File: config.mk
export PLATFORM = sky130hd
export DESIGN_NAME = pa_prefix_adder
export DESIGN_NICKNAME = d
export VERILOG_FILES = /design/src/rtl/pa_pkg.sv /design/src/rtl/pa_pg_stage.sv /design/src/rtl/pa_pg_cell.sv /design/src/rtl/pa_prefix_net.sv /design/src/rtl/pa_sum_stage.sv /design/src/rtl/pa_prefix_adder.sv
export SDC_FILE = /design/constraint.sdc
export NUM_CORES = 1
export LEC_CHECK = 0
export BUFFER_PORTS_ARGS = -buffer_cell sky130_fd_sc_hd__buf_2
export CAP_MARGIN = 25
export CELL_PAD_IN_SITES_DETAIL_PLACEMENT = 1
export CELL_PAD_IN_SITES_GLOBAL_PLACEMENT = 1
export CORE_MARGIN = 10
export CORE_UTILIZATION = 42
export DETAILED_ROUTE_END_ITERATION = 8
export GPL_TIMING_DRIVEN = 0
export PLACE_DENSITY = 0.94
export SLEW_MARGIN = 20
export SYNTH_ARGS = -nofsm -noshare
export SYNTH_HDL_FRONTEND = slang
export SYNTH_HIERARCHICAL = 1
export SYNTH_SLANG_ARGS = --single-unit
export TNS_END_PERCENT = 50
File: constraint.sdc
create_clock -name vclk -period 5.2
set_input_delay 0.78 -clock vclk [all_inputs]
set_output_delay 0.78 -clock vclk [all_outputs]
set_load 0.01 [all_outputs]
File: src/rtl/pa_pkg.sv
package pa_pkg;

  typedef enum logic [1:0] {
    TOPO_KS = 2'd0,  // dense, fanout 2
    TOPO_SK = 2'd1,  // divide and conquer
    TOPO_BK = 2'd2,  // sparse up/down sweep
    TOPO_HC = 2'd3   // dense on odd columns + fill-in level
  } pa_topo_e;

  function automatic int pa_levels(pa_topo_e topo, int lg);
    case (topo)
      TOPO_BK: return 2 * lg - 1;
      TOPO_HC: return lg + 1;
      default: return lg;
    endcase
  endfunction

  // Column merged into column col at level lvl, or -1 for pass-through.
  function automatic int pa_partner(pa_topo_e topo, int lg, int lvl, int col);
    int d;
    case (topo)
      TOPO_KS: begin
        d = 1 << lvl;
        if (col >= d) return col - d;
      end
      TOPO_SK: begin
        if (((col >> lvl) & 1) == 1) return ((col >> lvl) << lvl) - 1;
      end
      TOPO_BK: begin
        if (lvl < lg) begin
          d = 1 << lvl;
          if (((col + 1) % (2 * d)) == 0) return col - d;
        end else begin
          d = 1 << (2 * lg - 2 - lvl);
          if ((((col + 1) % (2 * d)) == d) && (col >= 2 * d)) return col - d;
        end
      end
      default: begin
        if (lvl == 0) begin
          if ((col % 2) == 1) return col - 1;
        end else if (lvl == lg) begin
          if (((col % 2) == 0) && (col >= 2)) return col - 1;
        end else begin
          d = 1 << lvl;
          if (((col % 2) == 1) && (col >= d)) return col - d;
        end
      end
    endcase
    return -1;
  endfunction

endpackage

File: src/rtl/pa_pg_stage.sv
module pa_pg_stage #(
  parameter int N = 32
) (
  input  logic [N-1:0] a_i,
  input  logic [N-1:0] b_i,
  input  logic         cin_i,
  output logic [N-1:0] g_o,
  output logic [N-1:0] p_o
);
  logic [N-1:0] gen_w;

  assign gen_w = a_i & b_i;
  assign p_o   = a_i ^ b_i;
  // fold carry-in into bit 0 so the network spans N columns only
  assign g_o   = {gen_w[N-1:1], gen_w[0] | (p_o[0] & cin_i)};
endmodule

File: src/rtl/pa_pg_cell.sv
module pa_pg_cell (
  input  logic g_hi_i,
  input  logic p_hi_i,
  input  logic g_lo_i,
  input  logic p_lo_i,
  output logic g_o,
  output logic p_o
);
  assign g_o = g_hi_i | (p_hi_i & g_lo_i);
  assign p_o = p_hi_i & p_lo_i;
endmodule

File: src/rtl/pa_prefix_net.sv
module pa_prefix_net
  import pa_pkg::*;
#(
  parameter int       N    = 32,
  parameter pa_topo_e TOPO = TOPO_KS
) (
  input  logic [N-1:0] g_i,
  input  logic [N-1:0] p_i,   // bit 0 expected zero (carry-in folded)
  output logic [N-1:0] grp_g_o
);
  localparam int LG = $clog2(N);
  localparam int NL = pa_levels(TOPO, LG);

  logic [NL:0][N-1:0] g_lv;
  logic [NL:0][N-1:0] p_lv;

  assign g_lv[0] = g_i;
  assign p_lv[0] = p_i;

  for (genvar lvl = 0; lvl < NL; lvl++) begin : gen_lvl
    for (genvar col = 0; col < N; col++) begin : gen_col
      localparam int J = pa_partner(TOPO, LG, lvl, col);
      if (J >= 0) begin : gen_cell
        pa_pg_cell u_cell (
          .g_hi_i (g_lv[lvl][col]),
          .p_hi_i (p_lv[lvl][col]),
          .g_lo_i (g_lv[lvl][J]),
          .p_lo_i (p_lv[lvl][J]),
          .g_o    (g_lv[lvl+1][col]),
          .p_o    (p_lv[lvl+1][col])
        );
      end else begin : gen_pass
        assign g_lv[lvl+1][col] = g_lv[lvl][col];
        assign p_lv[lvl+1][col] = p_lv[lvl][col];
      end
    end
  end

  assign grp_g_o = g_lv[NL];

  always_comb begin
    // every final column must span to bit 0, whose propagate is forced low
    a_r5_full_span: assert (p_lv[NL] == '0)
      else $error("R5: final group propagate not zero: %h", p_lv[NL]);
    a_r5_ripple_bit0: assert (grp_g_o[0] == g_i[0])
      else $error("R5: column 0 carry mismatch");
    for (int i = 1; i < N; i++) begin
      a_r5_ripple: assert (grp_g_o[i] == (g_i[i] | (p_i[i] & grp_g_o[i-1])))
        else $error("R5: carry mismatch at column %0d", i);
      if (!g_i[i] && !p_i[i]) begin
        a_r7_kill: assert (!grp_g_o[i])
          else $error("R7: carry not killed at column %0d", i);
      end
    end
  end
endmodule

File: src/rtl/pa_sum_stage.sv
module pa_sum_stage #(
  parameter int N = 32
) (
  input  logic [N-1:0] p_i,
  input  logic [N-1:0] grp_g_i,
  input  logic         cin_i,
  output logic [N-1:0] sum_o,
  output logic         cout_o
);
  assign sum_o  = p_i ^ {grp_g_i[N-2:0], cin_i};
  assign cout_o = grp_g_i[N-1];
endmodule

File: src/rtl/pa_prefix_adder.sv
module pa_prefix_adder
  import pa_pkg::*;
#(
  parameter int       N    = 32,
  parameter pa_topo_e TOPO = TOPO_KS
) (
  input  logic [N-1:0] a_i,
  input  logic [N-1:0] b_i,
  input  logic         cin_i,
  output logic [N-1:0] sum_o,
  output logic         cout_o
);
  logic [N-1:0] g_w;
  logic [N-1:0] p_w;
  logic [N-1:0] p_net_w;
  logic [N-1:0] grp_g_w;

  pa_pg_stage #(.N(N)) u_pg (
    .a_i   (a_i),
    .b_i   (b_i),
    .cin_i (cin_i),
    .g_o   (g_w),
    .p_o   (p_w)
  );

  assign p_net_w = {p_w[N-1:1], 1'b0};

  pa_prefix_net #(.N(N), .TOPO(TOPO)) u_net (
    .g_i     (g_w),
    .p_i     (p_net_w),
    .grp_g_o (grp_g_w)
  );

  pa_sum_stage #(.N(N)) u_sum (
    .p_i     (p_w),
    .grp_g_i (grp_g_w),
    .cin_i   (cin_i),
    .sum_o   (sum_o),
    .cout_o  (cout_o)
  );

  logic [N:0] ref_w;
  assign ref_w = {1'b0, a_i} + {1'b0, b_i} + {{N{1'b0}}, cin_i};

  always_comb begin
    a_r1_sum_ref: assert ({cout_o, sum_o} == ref_w)
      else $error("R1: result %h expected %h", {cout_o, sum_o}, ref_w);
    if ((a_i == '0) && (b_i == '0)) begin
      a_r3_cin_only: assert (!cout_o && (sum_o == {{(N-1){1'b0}}, cin_i}))
        else $error("R3: zero operands gave %h", {cout_o, sum_o});
    end
    if ((a_i ^ b_i) == '1) begin
      a_r4_full_propagate: assert ((cout_o == cin_i) && (sum_o == {N{~cin_i}}))
        else $error("R4: full propagate gave %h", {cout_o, sum_o});
    end
  end
endmodule

==> flow_summary.json, run 1 <==
{
  "cts_resized": 0,
  "worstPathArrival_ns": 2.81,
  "die_w_um": 99.3,
  "vdd_drop_max_mv": 0.0652,
  "dp.final_hpwl_um": 8490,
  "rsz0062_at_grt": "false",
  "critical-path-top-delay-family": "compound AO/OA/AOI/OAI gates",
  "wl_per_cell_um": 18.3,
  "max_freq_mhz": 279,
  "hp-class": "in -> out",
  "core_um2": 6030,
  "startpoint_type": "input port",
  "seq_cells": 0,
  "setup_violations": 0,
  "numPortBuffers": 98,
  "p_leak_nw": 2.33,
  "grt_use_met2_pct": 32.2,
  "drc_errors": 0,
  "start_util_pct": 43.8,
  "drt-initial-drc-count": 57,
  "design_area_um2": 3230,
  "hold_violations": 0,
  "cap_violations": 0,
  "grt_max_degree": 7,
  "synthToLayoutAreaGrowth_pct": 22.2,
  "pwr-share-comb_pct": 100.0,
  "num_vias": 2599,
  "ys_warn_count": 6,
  "p_int_uw": 231,
  "placed_cells": 498,
  "tns_ns": 0,
  "grt_pass1_vias": 2924,
  "seqPwrFrac_pct": 0,
  "cts-hold-fix-buffers": 0,
  "gr-usage-met3_pct": 4.08,
  "crit_buf_inv": 4,
  "status": "complete, no violations",
  "syn_area_um2": 2640,
  "setup_slack_ns": 1.61,
  "dieArea_um2": 9860,
  "layout-drive-gt1-share_pct": 54.1,
  "crit_type": "in -> out",
  "post-route-period-util_pct": 69.0,
  "slew_headroom_pct": 84.6,
  "power.switching_uw": 225,
  "final_cells": 499,
  "rows": 28,
  "final_max_slew_viol_count": 0,
  "post_drt_via_cell_ratio": 5.21,
  "grt_pass1_wl_um": 14800,
  "switching_share_pct": 49.4,
  "met1_usage_pct": 20.2,
  "path_cells": "buf_2 > ha_1 > a21o_1 > a21o_1 > a21o_1 > a21o_1 > a21o_1 > a21o_1 > buf_4 > buf_4 > buf_2",
  "final_cell_mix": "130 x a21o_1, 98 x buf_2, 98 x and2_2, 33 x buf_4",
  "drtPass1Iterations": 4,
  "final_common_cell": "a21o_1",
  "crit_required_ns": 4.42,
  "syn_avg_cell_area_um2": 8.12,
  "final_nets": 522,
  "antenna_found_initial": 1,
  "fp.dieH_um": 99.3,
  "ioPinCount": 98,
  "postCtsSetupBuffers": 0,
  "gp_congestion": 0.910,
  "power_density_nw_per_um2": 141,
  "place_ws_ns": 1.61,
  "slowest_delay_ns": 0.31,
  "grt_busiest_layer": "met2",
  "endpoint_kind": "output pin",
  "clkbuf_count": 0,
  "min_period_ns": 3.59,
  "totalPowerFinal_uw": 456,
  "grt_overflow": 0,
  "grtUsageTotal_pct": 17.4,
  "antenna_left": 0,
  "crit_fanout": 6,
  "placed_cell_area_um2": 3220,
  "synth_cells": 325,
  "tightest_slew_ns": 0.230,
  "synth_nets": 422,
  "wirelength_um": 9130,
  "ff_latch_area_um2": 0,
  "slowest_stage": "ha_1",
  "pwr-share-clk_pct": 0,
  "cpMostUsedCell": "a21o_1"
}
[final timing paths]
check	startpoint	endpoint	cells past startpoint
max	a_i[0]	cout_o	11
min	cin_i	sum_o[0]	3
[routing by layer]
| metal | routed length, um | part of all wire, % |
|---|---|---|
| met2 | 4430 | 48 |
| met1 | 3930 | 43 |
| met4 | 103 | 1.1 |
| met5 | 0 | 0 |
| met3 | 668 | 7.3 |
[tightest hold or removal path, cell delays in order]
cell	delay (ns)
buf_2	0.09
xor2_1	0.06
buf_2	0.13
[through the flow]
stage / util, % / hold WS (ns)
finish: 53.6 / 1.85
floorplan: - / 1.64
detailed placement: 53.5 / 1.85
global route: 53.6 / 1.87
CTS: 53.5 / 1.85
global placement: 53.5 / 1.84
[power by group through the flow]
stage                     logic [mW]  clock network (mW)  registers, mW
after CTS                      0.461                   0              0
after global placement         0.443                   0              0
final                          0.456        0.0000000258              0
after global routing           0.500        0.0000000257              0
after floorplan                0.304                   0              0
after detailed placement       0.457                   0              0
[layout make-up]
class                      instances  area (um^2)
timing repair buffer              98          490
fill                             789         2800
antenna                            1         2.50
buffer                            33          248
multi-input combinational        292         2390
tap                               75         93.8
Note: power is estimated with default switching activity, not from simulation.
==> inputs of run 2 (changes only) <==
CORE_UTILIZATION = 35   (was 42)
PLACE_DENSITY = 0.84   (was 0.94)
clock period = 2.91 ns   (was 5.2 ns; I/O delays follow)
==> flow_summary.json, run 2 (synthesis gave the netlist of run 1 again) <==
{
  "final_nets": 531,
  "gp_congestion": 0.928,
  "tightest_slew_ns": 0.220,
  "final_max_slew_viol_count": 0,
  "num_vias": 2621,
  "grt_pass1_wl_um": 14700,
  "slew_headroom_pct": 85.3,
  "vdd_drop_max_mv": 0.0962,
  "max_freq_mhz": 356,
  "placed_cells": 522,
  "grt_overflow": 0,
  "place_ws_ns": -0.00522,
  "seq_cells": 0,
  "hp-class": "in -> out",
  "antenna_found_initial": 0,
  "start_util_pct": 36.2,
  "setup_violations": 0,
  "min_period_ns": 2.81,
  "dp.final_hpwl_um": 8330,
  "hold_slack_ns": 1.16,
  "post_drt_via_cell_ratio": 4.94,
  "fillers": 984,
  "critPathCapture": "sum_o[30]",
  "crit_fanout": 4,
  "ioPinCount": 98,
  "grtUsageTotal_pct": 15.0,
  "dieArea_um2": 11400,
  "antenna_left": 0,
  "ff_latch_area_um2": 0,
  "rows": 31,
  "hold_violations": 0,
  "drt-initial-drc-count": 58,
  "clkbuf_count": 0,
  "numPortBuffers": 98,
  "startpoint_type": "input port",
  "drc_errors": 0,
  "cap_violations": 0,
  "die_w_um": 107,
  "worstPathArrival_ns": 2.37,
  "post-route-period-util_pct": 96.6,
  "rsz0062_at_grt": "false",
  "final_cell_mix": "130 x a21o_1, 98 x buf_2, 98 x and2_2, 42 x buf_4, 32 x xor2_1",
  "final_cells": 531,
  "setup_slack_ns": 0.0990,
  "power_density_nw_per_um2": 250,
  "slowest_delay_ns": 0.37,
  "status": "complete, no violations",
  "wl_per_cell_um": 17.1,
  "tns_ns": 0,
  "core_um2": 7290,
  "slowest_stage": "ha_1",
  "cpMostUsedCell": "and2_2",
  "grt_max_degree": 6,
  "antenna_cells": 0,
  "startpoint": "a_i[14]",
  "endpoint_kind": "output pin",
  "layout-drive-gt1-share_pct": 55.3,
  "path_cells": "buf_2 > ha_1 > and2_2 > and2_2 > and2_2 > and2_2 > a21o_1 > buf_4 > xor2_1 > buf_2",
  "synthToLayoutAreaGrowth_pct": 26.3,
  "crit_type": "in -> out",
  "p_leak_nw": 2.38,
  "drtPass1Iterations": 4,
  "cts-hold-fix-buffers": 0,
  "crit_required_ns": 2.47,
  "fp.dieH_um": 107,
  "grt_pass1_vias": 2900,
  "wirelength_um": 9090,
  "final_common_cell": "a21o_1",
  "totalPowerFinal_uw": 833
}
[run 2: worst min path at each step]
stage / depth (start not counted) / startpoint / endpoint / slack (ns)
after CTS: 3 / cin_i / sum_o[0] / 1.16
after floorplan: 1 / cin_i / sum_o[0] / 0.95
after detailed placement: 3 / cin_i / sum_o[0] / 1.16
final: 3 / cin_i / sum_o[0] / 1.16
after global routing: 3 / cin_i / sum_o[0] / 1.18
after global placement: 3 / cin_i / sum_o[0] / 1.15
[run 2: timing repair]
item / in CTS / in global routing
pin swaps: 2 / 6
setup buffers: 3 / 6
resized for setup: 0 / 1
setup endpoints to repair: 1 / 2
endpoints found under the hold margin: 0 / 0
[run 2: layout make-up]
class	instances	area, um^2	area share, %
Timing Repair Buffer	107	558	16.7
Buffer	33	248	7.43
Multi-Input combinational cell	292	2400	72.1
Tap cell	99	124	3.71
[run 2: where the power goes]
part / internal (mW) / switching (mW) / total, mW
clock network: 0 / 0 / 0
logic: 0.429 / 0.404 / 0.833
registers: 0 / 0 / 0
[run 2: critical path: cells and delay by family]
family | cells | cell delay (ns)
compound gates | 1 | 0.19
simple gates | 4 | 0.86
buf+inv | 3 | 0.37
xor+xnor | 1 | 0.15
fa+ha+maj | 1 | 0.37
[run 2: layer usage]
| metal | wire (um) | vias up | GRT usage [%] |
|---|---|---|---|
| li1 | - | 1327 | - |
| met1 | 4150 | 1196 | 18.7 |
| met2 | 4260 | 94 | 27.1 |
| met3 | 624 | 4 | 2.93 |
| met4 | 48 | 0 | 0.870 |
| met5 | 0 | - | 0 |
[run 2: metrics by stage]
step | util, % | cell area (um^2)
floorplan | - | 2640
global placement | 44.6 | 3250
detailed placement | 44.6 | 3250
CTS | 44.9 | 3280
global route | 45.7 | 3330
finish | 45.7 | 3330
==> inputs of run 3 (changes only) <==
PLACE_DENSITY = not set   (was 0.84)
PLACE_DENSITY_LB_ADDON = 0.1   (was not set)
==> flow_summary.json, run 3 (synthesis gave the netlist of run 1 again) <==
{
  "status": "complete, no violations",
  "post_drt_via_cell_ratio": 4.87,
  "cts-hold-fix-buffers": 0,
  "final_util_pct": 45.4,
  "hold_violations": 0,
  "rows": 31,
  "start_util_pct": 36.2,
  "worstPathArrival_ns": 2.41,
  "setup_violations": 0,
  "antenna_found_initial": 0,
  "tightest_slew_ns": 0.200,
  "totalPowerFinal_uw": 819,
  "dp.final_hpwl_um": 8350,
  "startpoint_type": "input port",
  "synthToLayoutAreaGrowth_pct": 25.5,
  "tns_ns": 0,
  "drtPass1Iterations": 4,
  "p_leak_nw": 2.35,
  "gp_congestion": 0.869,
  "ff_latch_area_um2": 0,
  "final_max_slew_viol_count": 0,
  "pwr-share-clk_pct": 0,
  "wirelength_um": 8880,
  "grt_overflow": 0,
  "wl_per_cell_um": 16.9,
  "drt-initial-drc-count": 23,
  "core_um2": 7290,
  "design_area_um2": 3310,
  "min_period_ns": 2.84,
  "max_freq_mhz": 352,
  "grt_max_degree": 7,
  "grt_pass1_wl_um": 14000,
  "holdPathStages": 3,
  "dieArea_um2": 11400,
  "post-route-period-util_pct": 97.7,
  "endpoint_kind": "output pin",
  "die_w_um": 107,
  "p_int_uw": 423,
  "crit_required_ns": 2.47,
  "power.switching_uw": 396,
  "cap_violations": 0,
  "antenna_cells": 0,
  "clkbuf_count": 0,
  "drc_errors": 0,
  "num_vias": 2560,
  "numPortBuffers": 98,
  "pwr-share-comb_pct": 100.0,
  "grt_pass1_vias": 2828,
  "hold_start": "cin_i",
  "placed_cell_area_um2": 3250,
  "seqPwrFrac_pct": 0,
  "vdd_drop_max_mv": 0.0883,
  "final_common_cell": "a21o_1",
  "slew_headroom_pct": 86.6,
  "seq_cells": 0,
  "hp-class": "in -> out",
  "layout-drive-gt1-share_pct": 55.3,
  "grtUsageTotal_pct": 14.5,
  "place_ws_ns": -0.0288,
  "hold_end": "sum_o[0]",
  "final_cell_mix": "128 x a21o_1, 98 x buf_2, 98 x and2_2, 37 x buf_4, 32 x xor2_1",
  "crit_fanout": 6,
  "crit_type": "in -> out",
  "power_density_nw_per_um2": 247,
  "switching_share_pct": 48.3,
  "ioPinCount": 98,
  "setup_slack_ns": 0.0664,
  "final_nets": 526,
  "antenna_left": 0,
  "fp.dieH_um": 107
}
[run 3: cell count changes in the layout (fill, tap and decap cells not counted)]
| cell | change |
|---|---|
| a21o_1 | -2 |
| a21o_4 | +2 |
| buf_4 | -5 |
[run 3: area by class of cell]
class              count  area (um^2)
fillers              945         3980
multi-input cells    292         2420
repair buffers       102          520
plain buffers         33          248
well taps             99          124
[run 3: worst max-delay path by stage]
stage          slack (ns)  depth (start not counted)   start        end
2_1_floorplan        0.42                          9  a_i[0]     cout_o
3_3_place_gp        0.006                         11  a_i[0]     cout_o
5_1_grt             -0.01                         11  a_i[0]     cout_o
6_report             0.07                         11  a_i[0]  sum_o[24]
4_1_cts             0.003                         11  a_i[0]     cout_o
3_5_place_dp        -0.03                         11  a_i[0]     cout_o
[run 3: power by group through the flow]
stage          Sequential, mW  Combinational (mW)  Clock, mW
3_5_place_dp                0               0.816          0
3_3_place_gp                0               0.806          0
6_report                    0               0.819          0
2_1_floorplan               0               0.543          0
5_1_grt                     0               0.906          0
4_1_cts                     0               0.825          0
[run 3: critical path, stage by stage]
cell and delay (ns):
buf_2 0.11, ha_4 0.24, a21o_4 0.22, a21o_4 0.23, a21o_1 0.23, a21o_1 0.23, buf_4 0.14, a21o_1 0.15
buf_4 0.12, xor2_1 0.14, buf_2 0.14
[run 3: timing repair]
action	CTS	global route
endpoints found under the setup margin	1	1
gates resized for setup	2	1
cloned	0	0
pin swaps	0	2
buffers inserted	0	4
[run 3: layer usage]
| metal | up-vias | GRT usage, % | wire length (um) |
|---|---|---|---|
| li1 | 1314 | - | - |
| met1 | 1169 | 17.1 | 3920 |
| met2 | 77 | 26.8 | 4230 |
| met3 | 0 | 4.01 | 722 |
| met4 | 0 | 0.193 | 0 |
| met5 | - | 0 | 0 |
[run 3: through the flow]
| step | hold WS, ns | instances |
|---|---|---|
| CTS | 1.19 | 522 |
| finish | 1.18 | 526 |
| global placement | 1.15 | 522 |
| floorplan | 0.953 | 325 |
| global route | 1.20 | 526 |
| detailed placement | 1.18 | 522 |
